==> src/rtl/bjc_pkg.sv <==
package bjc_pkg;

    typedef enum logic [1:0] {
        ST_LOCKOUT  = 2'd0,
        ST_DISABLED = 2'd1,
        ST_WAIT     = 2'd2,
        ST_JOINED   = 2'd3
    } conn_state_e;

    typedef enum logic [1:0] {
        M_FREE    = 2'd0,
        M_A_HOLDS = 2'd1,
        M_B_HOLDS = 2'd2,
        M_GUARD   = 2'd3
    } mir_state_e;

    localparam int NUM_SIDES = 2;
    localparam int NUM_PAIRS = 2;

endpackage

==> src/rtl/bjc_sync.sv <==
module bjc_sync #(
    parameter int               WIDTH   = 1,
    parameter int               STAGES  = 2,
    parameter logic [WIDTH-1:0] RST_VAL = '0
) (
    input  logic             clk,
    input  logic             rst_n,
    input  logic [WIDTH-1:0] d,
    output logic [WIDTH-1:0] q
);

    logic [WIDTH-1:0] stg [STAGES];

    always_ff @(posedge clk or negedge rst_n) begin
        if (!rst_n) begin
            for (int i = 0; i < STAGES; i++) stg[i] <= RST_VAL;
        end else begin
            stg[0] <= d;
            for (int i = 1; i < STAGES; i++) stg[i] <= stg[i-1];
        end
    end

    assign q = stg[STAGES-1];

endmodule

==> src/rtl/bjc_side_mon.sv <==
module bjc_side_mon #(
    parameter int IDLE_CYCLES = 11875
) (
    input  logic clk,
    input  logic rst_n,
    input  logic clear,
    input  logic sda,
    input  logic scl,
    output logic idle,
    output logic stop
);

    localparam int               CW       = $clog2(IDLE_CYCLES + 1);
    localparam logic [CW-1:0]    IDLE_LIM = CW'(IDLE_CYCLES);

    logic [CW-1:0] cnt_q;
    logic          sda_prev_q;

    always_ff @(posedge clk or negedge rst_n) begin
        if (!rst_n) begin
            cnt_q      <= '0;
            sda_prev_q <= 1'b1;
        end else begin
            sda_prev_q <= sda;
            if (clear || !(sda && scl))
                cnt_q <= '0;
            else if (cnt_q != IDLE_LIM)
                cnt_q <= cnt_q + 1'b1;
        end
    end

    always_comb begin
        idle = (cnt_q == IDLE_LIM);
        stop = sda && !sda_prev_q && scl;
    end

    AST_IDLE_NEEDS_HIGH: assert property (@(posedge clk) disable iff (!rst_n)
        idle |-> $past(sda && scl));
    AST_IDLE_PERSISTS: assert property (@(posedge clk) disable iff (!rst_n)
        (idle && sda && scl && !clear) |=> idle);

endmodule

==> src/rtl/bjc_mirror.sv <==
module bjc_mirror import bjc_pkg::*; #(
    parameter int GUARD_CYCLES = 3
) (
    input  logic clk,
    input  logic rst_n,
    input  logic conn,
    input  logic a_lo,
    input  logic b_lo,
    output logic a_pd,
    output logic b_pd
);

    localparam int            GW    = $clog2(GUARD_CYCLES + 1);
    localparam logic [GW-1:0] G_LIM = GW'(GUARD_CYCLES);

    mir_state_e    m_q, m_d;
    logic [GW-1:0] g_q, g_d;

    always_ff @(posedge clk or negedge rst_n) begin
        if (!rst_n) begin
            m_q <= M_FREE;
            g_q <= '0;
        end else begin
            m_q <= m_d;
            g_q <= g_d;
        end
    end

    always_comb begin
        m_d = m_q;
        g_d = g_q;
        if (!conn) begin
            m_d = M_FREE;
            g_d = '0;
        end else begin
            unique case (m_q)
                M_FREE: begin
                    if (a_lo)      m_d = M_A_HOLDS;
                    else if (b_lo) m_d = M_B_HOLDS;
                end
                M_A_HOLDS: begin
                    if (!a_lo) begin
                        m_d = M_GUARD;
                        g_d = G_LIM;
                    end
                end
                M_B_HOLDS: begin
                    if (!b_lo) begin
                        m_d = M_GUARD;
                        g_d = G_LIM;
                    end
                end
                M_GUARD: begin
                    if (g_q <= 1) begin
                        m_d = M_FREE;
                        g_d = '0;
                    end else begin
                        g_d = g_q - 1'b1;
                    end
                end
                default: m_d = M_FREE;
            endcase
        end
    end

    always_comb begin
        a_pd = conn && (m_q == M_B_HOLDS);
        b_pd = conn && (m_q == M_A_HOLDS);
    end

    AST_SINGLE_DIRECTION: assert property (@(posedge clk) disable iff (!rst_n)
        !(a_pd && b_pd));
    AST_HOLD_WHILE_ORIGIN_LOW: assert property (@(posedge clk) disable iff (!rst_n)
        (b_pd && a_lo && conn) |=> (b_pd || !conn));
    AST_QUIET_UNJOINED: assert property (@(posedge clk) disable iff (!rst_n)
        !conn |-> (!a_pd && !b_pd));

endmodule

==> src/rtl/bus_join_ctrl.sv <==
module bus_join_ctrl import bjc_pkg::*; #(
    parameter int IDLE_CYCLES  = 11875,
    parameter int STUCK_CYCLES = 1000000,
    parameter int SYNC_STAGES  = 2,
    parameter int GUARD_CYCLES = SYNC_STAGES + 1
) (
    input  logic clk,
    input  logic rst_n,
    input  logic supply_ok,
    input  logic enable,
    input  logic a_sda_i,
    input  logic a_scl_i,
    input  logic b_sda_i,
    input  logic b_scl_i,
    output logic a_sda_pd,
    output logic a_scl_pd,
    output logic b_sda_pd,
    output logic b_scl_pd,
    output logic ready_pd
);

    localparam int            WW    = $clog2(STUCK_CYCLES + 1);
    localparam logic [WW-1:0] W_LIM = WW'(STUCK_CYCLES);

    // synchronized inputs: {supply, enable, b_scl, b_sda, a_scl, a_sda}
    logic [5:0] raw, syn;
    assign raw = {supply_ok, enable, b_scl_i, b_sda_i, a_scl_i, a_sda_i};

    bjc_sync #(.WIDTH(6), .STAGES(SYNC_STAGES), .RST_VAL(6'b001111)) u_sync (
        .clk(clk), .rst_n(rst_n), .d(raw), .q(syn)
    );

    logic sup_s, en_s;
    logic [NUM_PAIRS-1:0] a_line_s, b_line_s;
    assign a_line_s = syn[1:0];
    assign b_line_s = syn[3:2];
    assign en_s     = syn[4];
    assign sup_s    = syn[5];

    conn_state_e   state_q, state_d;
    logic          en_prev_q;
    logic [WW-1:0] wait_cnt_q;
    logic          fault_q;
    logic          joined;

    // per-side monitors
    logic [NUM_SIDES-1:0] side_idle, side_stop;
    logic [NUM_SIDES-1:0] side_sda, side_scl;
    assign side_sda = {b_line_s[0], a_line_s[0]};
    assign side_scl = {b_line_s[1], a_line_s[1]};

    generate
        for (genvar s = 0; s < NUM_SIDES; s++) begin : g_side
            bjc_side_mon #(.IDLE_CYCLES(IDLE_CYCLES)) u_mon (
                .clk   (clk),
                .rst_n (rst_n),
                .clear (state_q == ST_LOCKOUT),
                .sda   (side_sda[s]),
                .scl   (side_scl[s]),
                .idle  (side_idle[s]),
                .stop  (side_stop[s])
            );
        end
    endgenerate

    logic join_ok, en_rise;
    always_comb begin
        join_ok = (side_idle[0] && side_idle[1]) ||
                  (side_stop[0] && side_idle[1]) ||
                  (side_stop[1] && side_idle[0]);
        en_rise = en_s && !en_prev_q;
    end

    // state register
    always_ff @(posedge clk or negedge rst_n) begin
        if (!rst_n) begin
            state_q    <= ST_LOCKOUT;
            en_prev_q  <= 1'b0;
            wait_cnt_q <= '0;
            fault_q    <= 1'b0;
        end else begin
            state_q   <= state_d;
            en_prev_q <= en_s;
            if (state_q != ST_WAIT)
                wait_cnt_q <= '0;
            else if (wait_cnt_q != W_LIM)
                wait_cnt_q <= wait_cnt_q + 1'b1;
            if (state_q == ST_LOCKOUT || state_q == ST_JOINED)
                fault_q <= 1'b0;
            else if (state_q == ST_WAIT && wait_cnt_q == W_LIM)
                fault_q <= 1'b1;
        end
    end

    // next-state logic
    always_comb begin
        state_d = state_q;
        if (!sup_s) begin
            state_d = ST_LOCKOUT;
        end else begin
            unique case (state_q)
                ST_LOCKOUT:  state_d = en_s ? ST_WAIT : ST_DISABLED;
                ST_DISABLED: begin
                    if (en_s) state_d = (en_rise && fault_q) ? ST_JOINED : ST_WAIT;
                end
                ST_WAIT: begin
                    if (!en_s)        state_d = ST_DISABLED;
                    else if (join_ok) state_d = ST_JOINED;
                end
                ST_JOINED: begin
                    if (!en_s) state_d = ST_DISABLED;
                end
                default: state_d = ST_LOCKOUT;
            endcase
        end
    end

    // outputs
    always_comb begin
        joined   = (state_q == ST_JOINED);
        ready_pd = !joined;
    end

    logic [NUM_PAIRS-1:0] a_pd_v, b_pd_v;
    generate
        for (genvar p = 0; p < NUM_PAIRS; p++) begin : g_pair
            bjc_mirror #(.GUARD_CYCLES(GUARD_CYCLES)) u_mir (
                .clk   (clk),
                .rst_n (rst_n),
                .conn  (joined),
                .a_lo  (!a_line_s[p]),
                .b_lo  (!b_line_s[p]),
                .a_pd  (a_pd_v[p]),
                .b_pd  (b_pd_v[p])
            );
        end
    endgenerate

    assign a_sda_pd = a_pd_v[0];
    assign a_scl_pd = a_pd_v[1];
    assign b_sda_pd = b_pd_v[0];
    assign b_scl_pd = b_pd_v[1];

    AST_LOCKOUT_DARK: assert property (@(posedge clk) disable iff (!rst_n)
        !sup_s |=> (ready_pd && !a_sda_pd && !a_scl_pd && !b_sda_pd && !b_scl_pd));
    AST_ENABLE_CUT: assert property (@(posedge clk) disable iff (!rst_n)
        !en_s |=> ready_pd);
    AST_READY_NEEDS_EN: assert property (@(posedge clk) disable iff (!rst_n)
        !ready_pd |-> $past(en_s));
    AST_JOIN_AT_BOUNDARY: assert property (@(posedge clk) disable iff (!rst_n)
        $fell(ready_pd) |-> $past(join_ok || (en_rise && fault_q)));

endmodule

==> config.mk <==
export PLATFORM = sky130hd
export DESIGN_NAME = bus_join_ctrl
export DESIGN_NICKNAME = d
export VERILOG_FILES = /design/src/rtl/bjc_pkg.sv /design/src/rtl/bjc_sync.sv /design/src/rtl/bjc_side_mon.sv /design/src/rtl/bjc_mirror.sv /design/src/rtl/bus_join_ctrl.sv
export SDC_FILE = /design/constraint.sdc
export NUM_CORES = 1
export LEC_CHECK = 0
export ABC_AREA = 1
export BUFFER_PORTS_ARGS = -buffer_cell sky130_fd_sc_hd__buf_2
export CAP_MARGIN = 5
export CORE_ASPECT_RATIO = 0.9
export CORE_MARGIN = 1.5
export CORE_UTILIZATION = 56
export DETAILED_ROUTE_END_ITERATION = 8
export PLACE_DENSITY_LB_ADDON = 0.2
export SLEW_MARGIN = 10
export SYNTH_ARGS = -nofsm -noshare
export SYNTH_HDL_FRONTEND = slang
export SYNTH_SLANG_ARGS = --single-unit
==> constraint.sdc <==
create_clock -name clk -period 1.6 [get_ports clk]
set_clock_uncertainty 0.15 [all_clocks]
set_input_delay 0.32 -clock clk [delete_from_list [all_inputs] [get_ports clk]]
set_output_delay 0.32 -clock clk [all_outputs]
set_load 0.05 [all_outputs]
Yosys cells after proc, flatten, opt, wreduce, memory -nomap -nowiden. Index checks and enable logic that the tools add are counted.

Add/subtract/negate cells: 5. $lt $le $gt $ge: 2. Eq/ne operators: 29. Mux-type cells: 36. Reduce and logical (&&, ||, !) cells: 39.

Operators with widths (number): 14-bit 2-to-1 mux (4); 2-bit 2-to-1 mux (22); 20-bit 2-to-1 mux (2); 14-bit by 1-bit adder with 14-bit output, second input constant (2); 14-bit == test, second input constant (2); 14-bit != test, second input constant (2); 2-bit one-hot mux with 4 select lines (3); 3-bit != test, second input constant (7); 20-bit by 1-bit adder with 20-bit output, second input constant (1); 20-bit == test, second input constant (1); 20-bit != test, second input constant (1); 1-bit logical AND (16); 4-bit != test, second input constant (4); 2-bit == test, second input constant (6); 2-bit one-hot mux with 3 select lines (2); 3-bit AND reduction (3); 4-bit AND reduction (2); 2-bit nonzero test (4); 2-bit by 1-bit == test with 1-bit output, second input constant (3); 1-bit zero test (6); 2-bit zero test (3); 1-bit logical OR (5); 2-bit by 1-bit <= comparator with 1-bit output, second input constant (2); 4-bit by 1-bit != test with 1-bit output, second input constant (1); other kinds (4) (7).

Register bits after elaboration: 74. Bits of input ports: 8. Output and inout port bits: 5.

Longest topological paths before layout.
Word-level depth: 10. Depth in mapped cells: 11. Depth with buffers taken out: 11.

By module. From an unflattened synthesis, not the netlist that was laid out.

Cell total of the unflattened synthesis: 615. Area, all modules: 4639.4 µm².

By module, submodules not included: bjc_side_mon (instances 2, cells an instance 128, area an instance 947.2 µm², sequential area each 376.6 µm²); bus_join_ctrl (instances 1, cells an instance 215, area an instance 1519.0 µm², sequential area each 600.6 µm²); bjc_mirror (instances 2, cells an instance 63, area an instance 435.4 µm², sequential area each 100.1 µm²); bjc_sync (instances 1, cells an instance 18, area an instance 355.3 µm², sequential area each 310.3 µm²).

Least setup slack after synthesis. No wires, ideal clock.

Path type: reg2reg. Start point: register state_q[0]. End point: register g_pair[1].u_mir.g_q[1]. Setup time: 0.133 ns. Arrival time: 1.533 ns. Data required time: 1.317 ns. Slack: -0.217 ns. Stages on the path, launching flop included: 8. Buffers on the path: 0. Path through: dfrtp_1 -> ha_1 -> nand2_1 -> inv_1 -> a22oi_1 -> o21ai_0 -> a21oi_1 -> o22ai_1.

Word-level cells in the longest chain between the ends: 3. Elaborated cells between the ends (all ways): 6. Those cells by class: eq/ne: 4; mux: 1; reduce/logical: 1.

Ends and longest elaborated chain: from (decl) (RTL line bus_join_ctrl.sv:40) `conn_state_e state_q, state_d;`; from (signal assigned) (RTL line bus_join_ctrl.sv:82) `state_q <= state_d;`; 2-bit == test (*) (RTL line bus_join_ctrl.sv:120) `joined = (state_q == ST_JOINED);`; 4-bit by 1-bit != test with 1-bit output (no source line) or 3-bit != test (tied branches); 3-bit AND reduction (no source line); to (signal assigned) (RTL line bjc_mirror.sv:25) `g_q <= g_d;`; to (decl) (RTL line bjc_mirror.sv:17) `logic [GW-1:0] g_q, g_d;`.

Mark *: on every way between the ends. The rest lies on a longest branch, timed or not. A chain may end at the register's enable or synchronous reset.

Worst setup path after layout. Same ends and word-level chain as after synthesis.

==> qor.tcl <==
set qor(status) {finished with violations}
set qor(failed_checks) {negative setup slack}
set qor(grt_pass1_vias) 3482
set qor(floorplan.die.height_um) 81.7
set qor(finalSetupViolCount) 63
set qor(clock_tree.htree_level_count) 3
set qor(globalRouteTotalUtil) 0.277
set qor(insertedDiodeCount) 0
set qor(coreArea_sq_um) 6620
set qor(clock.fmax_mhz) 522
set qor(netlist.top_cell.by_area) {dfrtp_1}
set qor(globalplace.congestion) 0.839
set qor(hold_path_end) {u_sync.q[5]}
set qor(clock_latency_ns) 0.38
set qor(clkSlewWorstSetupHoldPaths_ns) 0.09
set qor(netlist_instances) 474
set qor(route.final.wire_length_um) 12000
set qor(timing.rr.start) {state_q[0]}
set qor(via_count) 3880
set qor(nNetsFinal) 603
set qor(count_of_flip_flops_with_a_built_in_enable_after_synthesis) 0
set qor(timing_max_transition_violations_final) 0
set qor(synth.yosys.seq_area_share) 0.484
set qor(floorplan.rows) 28
set qor(p_leak_nw) 2.54
set qor(power.density_nw_per_um2) 1060
set qor(yosys_warnings) 0
set qor(grt_first_pass_wirelength_um) 15800
set qor(avgViaCountPerCell) 5.77
set qor(worst_hold_path.num_cells) 0
set qor(reg2reg_to) {g_pair[1].u_mir.g_q[1]}
set qor(route.detailed.drc) 0
set qor(portBuffers) 12
set qor(critPathLaunchType) {flip-flop}
set qor(cts-buffers-inserted) 9
set qor(synth_cell_type_count) 36
set qor(num-fill-cells) 320
set qor(die-area_sq_um) 7390
set qor(max_cap_viols) 0
set qor(max-clock-path-buffers) 2
set qor(required_ns) 1.71
set qor(route.met3.wl_um) 838
set qor(reg2reg_depth) 8
set qor(pin_count) 13
set qor(yosys.cell_count.top_type) {nand2_1}
set qor(holdCritStartpoint) {u_sync.stg[11]}
set qor(setup_tns_ns) -7.09
set qor(met2_length_um) 6120
set qor(synth_top_flop_cell) {dfrtp_1}
set qor(die_w_um) 90.5
set qor(drive_gt1_frac) 0.400
set qor(clk_root_buffer_cell) {clkbuf_8}
set qor(grt_antenna_before_repair) 0
set qor(worstSetupPathType) {flip-flop to flip-flop}
set qor(slew_headroom) 0.720
set qor(routed.top_layer) {met4}
set qor(r2r_slack_ns) -0.32
set qor(floorplan.initialDensity) 0.582
set qor(post-route-worst-setup-slack_ns) -0.316
set qor(yosysTopAreaCellShare) 0.415
set qor(final_min_period_over_clock_period) 1.20
set qor(rsz0062_at_grt) {true}
set qor(synth_seq_cells) 74
set qor(clock-sinks) 74
set qor(syn-mean-instance-area_sq_um) 8.13
set qor(syn_nets) 499
set qor(wire_length_the_detailed_router_placed_on_met1_um) 4550
set qor(hold_ws_ns) 0.207
set qor(crit_path_max_fanout) 8
set qor(cts_tree) {done}
set qor(ys_top_cells_by_area) {dfrtp_1 42%, nand2_1 8.2%, inv_1 7.8%, dfstp_2 6.8%, ha_1 5.5%}
set qor(drt-initial-drc-count) 244
set qor(timing_worst_slew_pin_value_ns) 0.416
set qor(detail-route-antenna-nets) 0
set qor(vdd.ir_drop.worst_uv) 904
set qor(report.final.hold_viol_count) 0
set qor(ranking_of_synthesized_cells_by_instance_count) {84 x nand2_1, 80 x inv_1, 64 x dfrtp_1}
set qor(detail_route.first_pass.iterations) 6
set qor(asyncSetResetFlopFracSynth) 1.00
set qor(drt-wirelength-per-cell_um) 17.9
set qor(worst_setup_path_end_kind) {flip-flop}
set qor(synthToLayoutAreaGrowth_pct) 43.3
set qor(mappedNetlistArea_sq_um) 3850
set qor(grt_remaining_overflow) 0
set qor(clock_period_minus_worst_slack_ns) 1.92
set qor(place.detailed.hpwl_um) 5700
set qor(largest_net_degree_at_the_start_of_global_routing) 31
set qor(crit_arrival_ns) 2.02
set qor(hold_class) {flip-flop to flip-flop}
[critical path: stages, from the launching register on]
cell,delay (ns)
dfrtp_1,0.44
ha_4,0.24
nand2_4,0.08
clkinvlp_4,0.09
buf_4,0.15
a22oi_2,0.25
o21ai_2,0.14
a21oi_1,0.16
o22ai_1,0.09
[registers in the layout, summed over array words and instances, names as in the netlist]
register and cells:
en_prev_q 1, fault_q 1, g_pair.u_mir.g_q 4, g_pair.u_mir.m_q 4
g_side.u_mon.cnt_q 28, g_side.u_mon.sda_prev_q 2, state_q 2, u_sync.q 6
u_sync.stg 6, wait_cnt_q 20
[timing repair]
action,in CTS,in global routing
endpoints found under the hold margin,26,0
cloned,1,1
setup buffers,19,23
pin swaps,17,35
endpoints found under the setup margin,22,60
hold buffers,7,0
gates resized for setup,55,133
[per-layer routing]
metal / global-route usage / vias to the layer above
li1: - / 1746
met1: 0.322 / 1872
met4: 0.124 / 0
met2: 0.489 / 199
met3: 0.0731 / 63
met5: 0 / -
[stage by stage]
step            util  setup slack [ns]  area (sq um)  cells  total power (W)
5_1_grt        0.834            -0.378          5520    673          0.00608
3_5_place_dp   0.656           -0.0754          4350    611          0.00316
6_report       0.834            -0.316          5520    673          0.00588
2_1_floorplan      -            -0.174          3880    474          0.00273
3_3_place_gp   0.656            0.0175          4350    611          0.00311
4_1_cts        0.755            -0.218          5000    654          0.00527
[kinds of logic (layout without fill, tap and decap cells)]
kind of cell / count (synthesis) / in the layout / synth area share
DFF: 74 / 74 / 0.484
adders and majority gates: 17 / 17 / 0.0552
AOI/OAI and AO/OA: 90 / 90 / 0.127
buffers and inverters: 87 / 196 / 0.0863
xor gates and xnor gates: 4 / 4 / 0.00909
and+or+nand+nor: 202 / 202 / 0.239
[area by class of cell]
| cell class | count | area (sq um) | area share |
|---|---|---|---|
| Tap cell | 90 | 113 | 0.0204 |
| Multi-Input combinational cell | 313 | 2100 | 0.381 |
| Inverter | 82 | 330 | 0.0598 |
| Sequential cell | 74 | 1870 | 0.338 |
| Timing Repair Buffer | 98 | 860 | 0.156 |
| Clock buffer | 9 | 124 | 0.0224 |
| Clock inverter | 7 | 124 | 0.0224 |
[placed cells by master, fill, tap and decap left out, drive strengths merged, types with 2 or more instances in the layout]
cell          n
a21oi        34
buf          91
bufinv        3
clkbuf        9
clkinvlp      3
dfrtp        64
dfstp        10
dlygate4sd3   7
ha           17
inv          82
nand2        86
nand3        28
nand4         8
nor2         58
nor3         17
nor4          3
o21a          2
o21ai        40
o22ai         4
o31ai         2
xor2          3
[how the worst max path moves through the flow]
stage / slack (ns) / start / endpoint / depth (start not counted)
final: -0.32 / state_q[0] / g_pair[1].u_mir.g_q[1] / 8
after global placement: 0.02 / state_q[0] / g_side[0].u_mon.cnt_q[0] / 7
after CTS: -0.22 / g_pair[0].u_mir.m_q[1] / a_sda_pd / 5
after detailed placement: -0.08 / wait_cnt_q[0] / wait_cnt_q[16] / 10
after global routing: -0.38 / state_q[0] / g_pair[1].u_mir.g_q[1] / 8
after floorplan: -0.17 / state_q[1] / g_pair[1].u_mir.g_q[1] / 7
[power breakdown]
group / internal (W) / switching, W / total (W)
registers: 0.00201 / 0.000127 / 0.00213
logic: 0.000866 / 0.00105 / 0.00191
clock network: 0.00105 / 0.000784 / 0.00183
No activity file was read; power rests on OpenSTA's default activity.
